File: config.mk
export PLATFORM = sky130hd
export DESIGN_NAME = irq_prio_ctrl
export DESIGN_NICKNAME = d
export VERILOG_FILES = /design/src/rtl/irq_prio_pkg.sv /design/src/rtl/irq_src_cell.sv /design/src/rtl/irq_prio_enc.sv /design/src/rtl/irq_cfg_regs.sv /design/src/rtl/irq_prio_ctrl.sv
export SDC_FILE = /design/constraint.sdc
export NUM_CORES = 1
export LEC_CHECK = 0
export BUFFER_PORTS_ARGS = -buffer_cell sky130_fd_sc_hd__buf_2
export CORE_AREA = 4 4 66 68
export CTS_BUF_LIST = sky130_fd_sc_hd__clkbuf_8 sky130_fd_sc_hd__clkbuf_16
export DETAILED_ROUTE_END_ITERATION = 10
export DIE_AREA = 0 0 70 72
export PLACE_DENSITY = 0.63
export REMOVE_ABC_BUFFERS = 1
export SLEW_MARGIN = 20
export SYNTH_ARGS = -nofsm -noshare
export SYNTH_HDL_FRONTEND = slang
export SYNTH_SLANG_ARGS = --single-unit
File: constraint.sdc
create_clock -name clk -period 2.3 [get_ports clk]
set_clock_uncertainty 0.1 [all_clocks]
set_input_delay 0.345 -clock clk [delete_from_list [all_inputs] [get_ports clk]]
set_output_delay 0.345 -clock clk [all_outputs]
set_load 0.05 [all_outputs]
File: src/rtl/irq_prio_pkg.sv
// Shared constants for the prioritized interrupt controller.
// Assumes a two-bit word address on the register port.
package irq_prio_pkg;
    localparam logic [1:0] ADDR_BLOCK = 2'd0;
    localparam logic [1:0] ADDR_SENSE = 2'd1;
    localparam logic [1:0] ADDR_PEND  = 2'd2;
    localparam logic [1:0] ADDR_VEC   = 2'd3;
endpackage

File: src/rtl/irq_src_cell.sv
// One interrupt source: edge detection and the pending flag.
// Assumes req_in is already synchronous to clk. In level mode the pending bit
// follows the sampled input. In edge mode a new rising edge takes priority
// over an acknowledge in the same cycle.
module irq_src_cell (
    input  logic clk,
    input  logic rst_n,
    input  logic req_in,
    input  logic level_mode,
    input  logic ack,
    output logic pend
);
    logic prev_q;
    logic rise;

    // rising edge compared against the previously sampled input
    assign rise = req_in & ~prev_q;

    // pending flag and input history
    always_ff @(posedge clk) begin
        if (!rst_n) begin
            prev_q <= 1'b0;
            pend   <= 1'b0;
        end else begin
            prev_q <= req_in;
            if (level_mode)
                pend <= req_in;
            else
                pend <= rise | (pend & ~ack);
        end
    end

    assert_edge_sets_R2: assert property (@(posedge clk) disable iff (!rst_n)
        (!level_mode && req_in && !prev_q) |=> pend);
    assert_edge_holds_R2: assert property (@(posedge clk) disable iff (!rst_n)
        (!level_mode && pend && !ack) |=> pend);
    assert_level_follows_R3: assert property (@(posedge clk) disable iff (!rst_n)
        level_mode |=> (pend == $past(req_in)));
    assert_ack_clears_R8: assert property (@(posedge clk) disable iff (!rst_n)
        (!level_mode && ack && !(req_in && !prev_q)) |=> !pend);
    assert_edge_beats_ack_R10: assert property (@(posedge clk) disable iff (!rst_n)
        (!level_mode && ack && req_in && !prev_q) |=> pend);
endmodule

File: src/rtl/irq_prio_enc.sv
// Fixed-priority encoder: lowest set index wins.
// Assumes N is at least 2. The clock and reset are used only by the checks.
module irq_prio_enc #(
    parameter int N = 8,
    localparam int VW = $clog2(N)
) (
    input  logic          clk,
    input  logic          rst_n,
    input  logic [N-1:0]  active,
    output logic          valid,
    output logic [VW-1:0] vec
);
    // scan from the lowest priority upward so the lowest index is written last
    always_comb begin
        vec = '0;
        for (int i = N - 1; i >= 0; i--) begin
            if (active[i]) vec = VW'(i);
        end
    end

    // any active request makes the vector meaningful
    assign valid = |active;

    assert_winner_active_R6: assert property (@(posedge clk) disable iff (!rst_n)
        valid |-> active[vec]);
    assert_no_higher_R6: assert property (@(posedge clk) disable iff (!rst_n)
        valid |-> ((active & ((N'(1) << vec) - N'(1))) == '0));
endmodule

File: src/rtl/irq_cfg_regs.sv
// Block and sensitivity registers plus the read multiplexer.
// Assumes one read or write per cycle. Read data is combinational while bus_rd is high.
module irq_cfg_regs
    import irq_prio_pkg::*;
#(
    parameter int N = 8,
    localparam int VW = $clog2(N)
) (
    input  logic          clk,
    input  logic          rst_n,
    input  logic          bus_rd,
    input  logic          bus_wr,
    input  logic [1:0]    bus_addr,
    input  logic [N-1:0]  bus_wdata,
    input  logic [N-1:0]  pend,
    input  logic          vec_valid,
    input  logic [VW-1:0] vec,
    output logic [N-1:0]  block,
    output logic [N-1:0]  sense,
    output logic [N-1:0]  rdata
);
    // configuration registers, written only at their own addresses
    always_ff @(posedge clk) begin
        if (!rst_n) begin
            block <= '1;
            sense <= '0;
        end else if (bus_wr) begin
            if (bus_addr == ADDR_BLOCK) block <= bus_wdata;
            if (bus_addr == ADDR_SENSE) sense <= bus_wdata;
        end
    end

    // read multiplexer; the vector word puts valid in the top bit
    always_comb begin
        rdata = '0;
        if (bus_rd) begin
            case (bus_addr)
                ADDR_BLOCK: rdata = block;
                ADDR_SENSE: rdata = sense;
                ADDR_PEND:  rdata = pend;
                default: if (vec_valid) begin
                    rdata[N-1]  = 1'b1;
                    rdata[VW-1:0] = vec;
                end
            endcase
        end
    end

    assert_block_write_R11: assert property (@(posedge clk) disable iff (!rst_n)
        (bus_wr && bus_addr == ADDR_BLOCK) |=> (block == $past(bus_wdata)));
    assert_sense_write_R11: assert property (@(posedge clk) disable iff (!rst_n)
        (bus_wr && bus_addr == ADDR_SENSE) |=> (sense == $past(bus_wdata)));
    assert_ro_write_R12: assert property (@(posedge clk) disable iff (!rst_n)
        (bus_wr && bus_addr[1]) |=> ($stable(block) && $stable(sense)));
endmodule

File: src/rtl/irq_prio_ctrl.sv
// Prioritized interrupt controller: user and terminal-count sources, each
// with its own block bit and sensitivity bit. Reading the vector acknowledges
// the winning source. Assumes all request inputs are synchronous to clk.
module irq_prio_ctrl
    import irq_prio_pkg::*;
#(
    parameter int USR_N = 4,
    parameter int TC_N  = 4,
    localparam int N  = USR_N + TC_N,
    localparam int VW = $clog2(N)
) (
    input  logic             clk,
    input  logic             rst_n,
    input  logic [USR_N-1:0] usr_req,
    input  logic [TC_N-1:0]  tc_req,
    input  logic             bus_rd,
    input  logic             bus_wr,
    input  logic [1:0]       bus_addr,
    input  logic [N-1:0]     bus_wdata,
    output logic [N-1:0]     bus_rdata,
    output logic             irq
);
    logic [N-1:0]  src;
    logic [N-1:0]  pend;
    logic [N-1:0]  block;
    logic [N-1:0]  sense;
    logic [N-1:0]  active;
    logic [N-1:0]  ack;
    logic          vec_valid;
    logic [VW-1:0] vec;
    logic          vec_read;

    // user lines take the high-priority low indices
    assign src = {tc_req, usr_req};

    // sources that take part in arbitration
    assign active = pend & ~block;

    // a valid vector read acknowledges exactly the winner
    assign vec_read = bus_rd && (bus_addr == ADDR_VEC) && vec_valid;
    assign ack = vec_read ? (N'(1) << vec) : '0;

    // request to the host
    assign irq = vec_valid;

    for (genvar g = 0; g < N; g++) begin : g_src
        irq_src_cell u_cell (
            .clk        (clk),
            .rst_n      (rst_n),
            .req_in     (src[g]),
            .level_mode (sense[g]),
            .ack        (ack[g]),
            .pend       (pend[g])
        );
    end

    irq_prio_enc #(.N(N)) u_enc (
        .clk    (clk),
        .rst_n  (rst_n),
        .active (active),
        .valid  (vec_valid),
        .vec    (vec)
    );

    irq_cfg_regs #(.N(N)) u_regs (
        .clk       (clk),
        .rst_n     (rst_n),
        .bus_rd    (bus_rd),
        .bus_wr    (bus_wr),
        .bus_addr  (bus_addr),
        .bus_wdata (bus_wdata),
        .pend      (pend),
        .vec_valid (vec_valid),
        .vec       (vec),
        .block     (block),
        .sense     (sense),
        .rdata     (bus_rdata)
    );

    assert_irq_unblocked_R4: assert property (@(posedge clk) disable iff (!rst_n)
        irq |-> (pend[vec] && !block[vec]));
    assert_blocked_silent_R5: assert property (@(posedge clk) disable iff (!rst_n)
        ((pend & ~block) == '0) |-> !irq);
    assert_ack_onehot_R8: assert property (@(posedge clk) disable iff (!rst_n)
        $onehot0(ack));
endmodule

# Word level (Yosys, flattened, before mapping)
# Index checks and enable logic that the tools add are counted.
# classes
shifts,1
reduce_logical,6
mux,23
bitwise_logic,42
n_eq_ne,3
# op_table
op,count
3-bit 2-to-1 mux,9
1-bit bitwise AND,16
8-bit 2-to-1 mux,2
1-bit NOT,16
4-bit case mux with 3 select lines,1
1-bit 2-to-1 mux,9
3-bit case mux with 3 select lines,1
8-bit bitwise AND,1
8-bit NOT,1
1-bit OR,8
8-bit OR reduction,1
"1-bit by 3-bit left shift with 8-bit output, first input constant",1
"2-bit equality test, second input constant",2
2-bit AND reduction,2
1-bit case mux with 3 select lines,1
"2-bit by 1-bit equality test with 1-bit output, second input constant",1
1-bit logical AND,2
2-bit logical NOT,1
# word_totals
out_inout_bits,9
register_bits,32
elab_cells,93
inputBits,22

# Logic depth before layout (Yosys ltp)
# Gate-level depths: netlist of run 1.
# depth
word_depth,16
mapped_depth,5
mapped_depth_nobuf,4

# By module
# Synthesis of run 1 repeated with hierarchy kept, for this count alone.
# unflattened
cells_unflattened,186
hier_area_um2,1699.1
# modules_own_cells
mod,area_per_inst_um2,n_inst,cells_per_inst,seq_area_each_um2
irq_cfg_regs,885.8,1,105,320.3
irq_src_cell,72.6,8,6,40.0
irq_prio_ctrl,151.4,1,20,0.0
irq_prio_enc,81.3,1,13,0.0

# Worst setup path before layout of run 1
# OpenSTA, ideal clock, no wires.
# synth_timing
kind,flip-flop to output port
from,register g_src[0].u_cell.pend
to,output port bus_rdata[2]
slack_ns,-0.420
required_ns,1.855
path_buffers,0
arrival_time_ns,2.275
path_stages_with_launch,5
path_cell_list,dfxtp_1 -> nor2b_2 -> or4_4 -> or3b_1 -> a31oi_1
# synth_via
elab_chain_cells,5
elab_cells_between_ends,6
cone_classes,mux: 4; bitwise: 1; reduce/logical: 1
# synth_rtl
item,line,rtl
"start, declared",irq_src_cell.sv:11,output logic pend
"start signal, assigned",irq_src_cell.sv:27,pend <= req_in;
"start signal, assigned",irq_src_cell.sv:29,pend <= rise | (pend & ~ack);
8-bit bitwise AND (*),irq_prio_ctrl.sv:37,assign active = pend & ~block;
8-bit OR reduction or 3-bit 2-to-1 mux (tied branches),"irq_prio_enc.sv:22, irq_prio_enc.sv:17",
3-bit 2-to-1 mux (*),irq_cfg_regs.sv:41,default: if (vec_valid) begin
3-bit case mux with 3 select lines (*),irq_cfg_regs.sv:37,case (bus_addr)
8-bit 2-to-1 mux (*),irq_cfg_regs.sv:36,if (bus_rd) begin
"end, declared",irq_prio_ctrl.sv:20,"output logic [N-1:0] bus_rdata,"
# Mark *: on every way between the ends. The rest lies on a longest branch, timed or not.

# Worst setup path in the final report of run 1
# layout_timing
from,register g_src[1].u_cell.pend
to,output port bus_rdata[2]
# layout_via
elab_chain_cells,6
elab_cells_between_ends,7
cone_classes,mux: 5; bitwise: 1; reduce/logical: 1
# layout_rtl
item,line,rtl
"start, declared",irq_src_cell.sv:11,
"start signal, assigned",irq_src_cell.sv:27,
"start signal, assigned",irq_src_cell.sv:29,
8-bit bitwise AND (*),irq_prio_ctrl.sv:37,
3-bit 2-to-1 mux (2 in series),irq_prio_enc.sv:17,if (active[i]) vec = VW'(i);
3-bit 2-to-1 mux (*),irq_cfg_regs.sv:41,
3-bit case mux with 3 select lines (*),irq_cfg_regs.sv:37,
8-bit 2-to-1 mux (*),irq_cfg_regs.sv:36,
# Marked as above.

==> metrics.cfg, run 1 <==
[placed_design]
io_buffers = 30
dp_hpwl_um = 3060
dpl_worst_slack_ns = 0.0781
place_congestion = 0.853
post-place-cells = 290

[synth]
ys.flop_type = dfxtp_1
yosysSeqAreaShare_pct = 39.5
ys_async_sr_fraction_pct = 0
yosys_warnings = 0
syn_area_um2 = 1620
synth_edf_count = 0
synth-seq-cells = 32
synthCells = 209
postSynthAreaPerCell_um2 = 7.76
synth_cell_types = 41

[worst_setup_path]
required_ns = 1.86
cp-start-kind = register
arrival_ns = 1.99
rrSetupSlack_ns = 0.46
end_kind = output pin
reg2reg_depth = 5
cp_max_fo = 2
timing.rr.start = g_src[1].u_cell.pend$_SDFF_PN0_
cp_slowest_cell = or4_4
cp_cell_sequence = nor2b_4 > or4_4 > or3b_1 > a31oi_1 > buf_4
r2r-end = g_src[6].u_cell.pend$_SDFF_PN0_
slowest_delay_ns = 0.52
critPathKind = register to output pin

[route]
wl_per_cell_um = 14.6
vias_per_cell = 5.29
wirelength_um = 4380
drt_iter0_markers = 101
ant_nets = 0
firstDrtPassIters = 4
vias = 1587
drcViolationCount = 0

[floorplanning]
fp.dieW_um = 70
fp-row-count = 23
ios = 31
die_y_um = 72
initial_utilization_pct = 42.1
die_area_um2 = 5040
core_area_um2 = 3860

[global_routing]
antenna_found_initial = 0
overflow = 0
grt_pass1_wl_um = 7230
grtUsageTotal_pct = 18.1
grt_max_degree = 22
grt_pass1_vias = 1503

[cells_and_area]
antenna_cells = 0
final_common_cell = nand2_1
mostFrequentLayoutCells = nand2_1 (37), dfxtp_1 (27), buf_2 (26)
fin_util_pct = 54.0
areaGrowthSynthToFinish_pct = 28.4
final_layout_size_suffix_gt1_share_pct = 27.6
final_net_count = 272
fin_cells = 300

[power_and_ir_drop]
ir_drop_v = 0.000399
p_leak_uw = 0.000882
p_per_area_nw_per_um2 = 650
fin_total_pwr_uw = 1350

[hold_path]
holdPathStages = 2
min_path_type = input port to register
hold_path_end = g_src[2].u_cell.prev_q$_SDFF_PN0_
min_from = usr_req[2]

[clock_network]
cts_tree = built
cts_hold_buf = 0
clkLatencyLatePin_ns = 0.28
cts_made_buffers = 5
cts_root_buffer = clkbuf_8
clkSinkCount = 32
htree_levels = 2
clk_pin_slew_ns = 0.06
clk_path_buf_depth = 2

[timing]
fin_crit_sh_pct = 106
whs_ns = 0.178
worst_slack_ns = -0.136
worstMarginPinSlew_ns = 0.457
fin_crit_ns = 2.44
rsz0062_at_grt = true
slew_viol_final = 0
finalHoldViolCount = 0
fmax_mhz = 411
setup-violations-final = 1
slew_headroom_pct = 69.2

[run_status]
violations = negative setup slack
outcome = complete, but fails checks

[job]
cap_viol_max_count = 0

## per-stage QoR
step,instance area [um^2],setup TNS [ns]
finish,2080,-0.136
CTS,2020,-0.162
global placement,1870,0
floorplan,1590,-0.420
detailed placement,1870,0
global route,2080,-0.260
## worst max-delay path, delay by kind of cell (launching register included)
kind	cells	cell delay (ns)
compound gates	1	0.17
buf+inv	1	0.22
flops	1	0.32
simple gates	3	1.01
## report_power, final
| part | leakage, uW | total, uW | switching, uW | internal [uW] |
|---|---|---|---|---|
| logic | 0.000567 | 273 | 159 | 114 |
| clock network | 0.0000503 | 464 | 198 | 266 |
| registers | 0.000265 | 615 | 25.7 | 590 |
## flip-flops by register name (all words and copies together), names as in the netlist
name,cells
g_src.u_cell.pend,8
g_src.u_cell.prev_q,8
u_regs.block,8
u_regs.sense,8
## cells in the mapped netlist, drive strengths merged (2+ instances only)
cell type	n	share of area, %
a21boi	9	4.2
o211ai	3	1.4
mux2i	5	3.1
nand3	16	4.9
or2	2	0.77
o31ai	6	2.8
inv	12	2.8
nor2	12	2.8
nand2	37	8.6
a21oi	5	1.5
nor3	5	1.5
and2	9	3.5
a31oi	3	1.2
and3	2	0.85
nand2b	6	2.3
o21ai	11	3.4
mux2	2	1.4
dfxtp	32	40
clkbuf	7	1.6
nor2b	7	2.9
## how the worst max path moves through the flow
| stage | startpoint | endpoint | slack, ns | cells after the start |
|---|---|---|---|---|
| after global placement | g_src[0].u_cell.pend$_SDFF_PN0_ | bus_rdata[2] | 0.09 | 5 |
| after CTS | g_src[2].u_cell.pend$_SDFF_PN0_ | bus_rdata[2] | -0.16 | 5 |
| after floorplan | g_src[0].u_cell.pend$_SDFF_PN0_ | bus_rdata[2] | -0.42 | 4 |
| final | g_src[1].u_cell.pend$_SDFF_PN0_ | bus_rdata[2] | -0.14 | 5 |
| after detailed placement | g_src[0].u_cell.pend$_SDFF_PN0_ | bus_rdata[2] | 0.08 | 5 |
| after global routing | g_src[1].u_cell.pend$_SDFF_PN0_ | bus_rdata[2] | -0.19 | 5 |
## layer usage
layer  GRT usage [%]  share of wire, %  vias to the layer above
li1                -                 -                      806
met1            25.4                49                      729
met2            27.0                44                       45
met3            4.85               5.9                        7
met4            6.38               1.7                        0
met5               0                 0                        -
## kinds of logic after synthesis
kind of cell,count (synthesis),synth area share [%]
simple gates,103,31.5
compound gates,47,19.9
flops,32,39.5
buf+inv,20,4.63
mux,7,4.48
## cell type report
| type | count | area (um^2) |
|---|---|---|
| clock buffer | 7 | 96.3 |
| fill | 417 | 1770 |
| inverter | 12 | 45.0 |
| multi-input combinational | 157 | 971 |
| sequential | 32 | 649 |
| tap | 50 | 62.6 |
| timing repair buffer | 42 | 258 |
## what timing repair did
| item | CTS | global route |
|---|---|---|
| setup endpoints to repair | 4 | 4 |
| gates resized for setup | 14 | 14 |
| buffers inserted | 2 | 1 |
| pin swaps | 4 | 3 |
Note: power is estimated with default switching activity, not from simulation.
==> run 2, diff against run 1 <==
--- a/config.mk
+++ b/config.mk
@@ -6,11 +6,13 @@
 export NUM_CORES = 1
 export LEC_CHECK = 0
 export BUFFER_PORTS_ARGS = -buffer_cell sky130_fd_sc_hd__buf_2
-export CORE_AREA = 4 4 66 68
+export CELL_PAD_IN_SITES_DETAIL_PLACEMENT = 0
+export CELL_PAD_IN_SITES_GLOBAL_PLACEMENT = 1
+export CORE_AREA = 4 4 68 70
 export CTS_BUF_LIST = sky130_fd_sc_hd__clkbuf_8 sky130_fd_sc_hd__clkbuf_16
 export DETAILED_ROUTE_END_ITERATION = 10
-export DIE_AREA = 0 0 70 72
-export PLACE_DENSITY = 0.63
+export DIE_AREA = 0 0 72 74
+export PLACE_DENSITY = 0.78
 export REMOVE_ABC_BUFFERS = 1
 export SLEW_MARGIN = 20
 export SYNTH_ARGS = -nofsm -noshare
==> constraint.sdc (replaced) <==
create_clock -name clk -period 2.95 [get_ports clk]
set_clock_uncertainty 0.1 [all_clocks]
set_input_delay 0.4425 -clock clk [delete_from_list [all_inputs] [get_ports clk]]
set_output_delay 0.4425 -clock clk [all_outputs]
set_load 0.05 [all_outputs]
==> run 2 against run 1 <==
  * The flow now finishes without violations
  * Wire length shrank 3.9%
  * Final cell count is 4.0% lower
  * Critical path depth unchanged
  * Sequential share of layout area up 2.7 points
  * Critical endpoint unchanged
  * Highest routed layer unchanged
==> metrics.cfg, run 2 (synthesized netlist as in run 1, its figures left out) <==
[cells_and_area]
final_layout_size_suffix_gt1_share_pct = 18.1
final_common_cell = nand2_1
final_net_count = 262
fin_cells = 288
areaGrowthSynthToFinish_pct = 16.4
mostFrequentLayoutCells = nand2_1 (37), dfxtp_1 (32), buf_2 (30)
antenna_cells = 0

[placed_design]
dp_hpwl_um = 3070
post-place-cells = 283
place_congestion = 0.823
io_buffers = 30

[timing]
slew_viol_final = 0
setup-violations-final = 0
fin_crit_ns = 2.70
rsz0062_at_grt = false
worstMarginPinSlew_ns = 0.396
finalHoldViolCount = 0
fin_setup_tns_ns = 0
slew_headroom_pct = 73.6
fmax_mhz = 370
fin_crit_sh_pct = 91.6
whs_ns = 0.274

[worst_setup_path]
slowest_delay_ns = 0.58
reg2reg_depth = 4
critPathKind = register to output pin
cp_slowest_cell = or4_4
r2r-end = g_src[6].u_cell.pend$_SDFF_PN0_
cp-start-kind = register
cp_max_fo = 6
rrSetupSlack_ns = 1.17
crit_path_end = bus_rdata[2]
end_kind = output pin
required_ns = 2.41
cp_cell_sequence = nor2b_2 > or4_4 > or3b_1 > a31oi_1 > buf_2
timing.rr.start = g_src[0].u_cell.pend$_SDFF_PN0_
cp-startpoint = g_src[0].u_cell.pend$_SDFF_PN0_
arrival_ns = 2.16

[route]
ant_nets = 0
vias = 1493
vias_per_cell = 5.18
wl_per_cell_um = 14.6
firstDrtPassIters = 4
drt_iter0_markers = 56
drcViolationCount = 0
wirelength_um = 4210

[clock_network]
postCtsSetupBuffers = 0
cts_tree = built
cts_made_buffers = 5
clkSinkCount = 32
clk_path_buf_depth = 2
clk_pin_slew_ns = 0.06
htree_levels = 2
cts_root_buffer = clkbuf_8
cts_hold_buf = 0
clkLatencyLatePin_ns = 0.28
cts_resized = 0

[floorplanning]
ios = 31
die_area_um2 = 5330
initial_utilization_pct = 40.8
fp.dieW_um = 72
die_y_um = 74
core_area_um2 = 3970
fp-row-count = 23

[global_routing]
grt_pass1_wl_um = 7120
grt_max_degree = 19
grtUsageTotal_pct = 17.6
busiest_layer = met2
overflow = 0
use_met1_pct = 24.1
antenna_found_initial = 0
grt_pass1_vias = 1445
use_met3_pct = 4.59
grt_use_met2_pct = 24.9

[run_status]
outcome = finished, final reports clean

[job]
cap_viol_max_count = 0

[hold_path]
min_path_type = input port to register

[power_and_ir_drop]
p_leak_uw = 0.000796
ir_drop_v = 0.000213
fin_total_pwr_uw = 954
p_per_area_nw_per_um2 = 505

run 2: cell count changes in the layout (fill, tap and decap cells not counted), moves of 4 or more:
cell	before	now
dfxtp_1	27	32
nor2b_4	4	0
buf_2	26	30
nor2b_1	2	6
dfxtp_2	4	0
buf_4	14	2
run 2: layout make-up:
class	instances	area, um^2
clock buffer	5	68.8
timing repair buffer	32	165
sequential	32	641
multi-input combinational	157	906
tap	50	62.6
inverter	12	45.0
fill	415	2080
run 2: power by group:
| group | switching [uW] | internal (uW) | leakage, uW |
|---|---|---|---|
| combinational | 112 | 66.0 | 0.000496 |
| clock | 145 | 152 | 0.0000359 |
| sequential | 20.7 | 459 | 0.000264 |
| total | 277 | 677 | 0.000796 |
run 2: worst max-delay path: cells and delay by family, from the launching register on:
kind | cells | cell delay, ns
DFF | 1 | 0.33
and+or+nand+nor | 3 | 1.11
buffers and inverters | 1 | 0.28
AOI/OAI and AO/OA | 1 | 0.15
run 2: through the flow:
step,setup WS [ns],util [%],cell area [um^2]
3_5_place_dp,0.537,45.8,1820
4_1_cts,0.225,47.5,1890
2_1_floorplan,0.132,-,1590
5_1_grt,0.150,47.5,1890
3_3_place_gp,0.563,45.8,1820
6_report,0.248,47.5,1890
run 2: how the worst min path moves through the flow:
| stage | from | endpoint | slack, ns | cells after the start |
|---|---|---|---|---|
| floorplan | g_src[3].u_cell.pend$_SDFF_PN0_ | g_src[3].u_cell.pend$_SDFF_PN0_ | 0.34 | 2 |
| global placement | g_src[3].u_cell.pend$_SDFF_PN0_ | g_src[3].u_cell.pend$_SDFF_PN0_ | 0.36 | 2 |
| detailed placement | g_src[3].u_cell.pend$_SDFF_PN0_ | g_src[3].u_cell.pend$_SDFF_PN0_ | 0.36 | 2 |
| CTS | tc_req[3] | g_src[7].u_cell.prev_q$_SDFF_PN0_ | 0.27 | 2 |
| global route | tc_req[3] | g_src[7].u_cell.prev_q$_SDFF_PN0_ | 0.27 | 2 |
| finish | tc_req[1] | g_src[5].u_cell.prev_q$_SDFF_PN0_ | 0.27 | 2 |
run 2: metal layers:
layer  wire, um  vias to the layer above
met5          0                        -
met4        138                        0
met1       2140                      661
met2       1730                       37
li1           -                      782
met3        206                       13
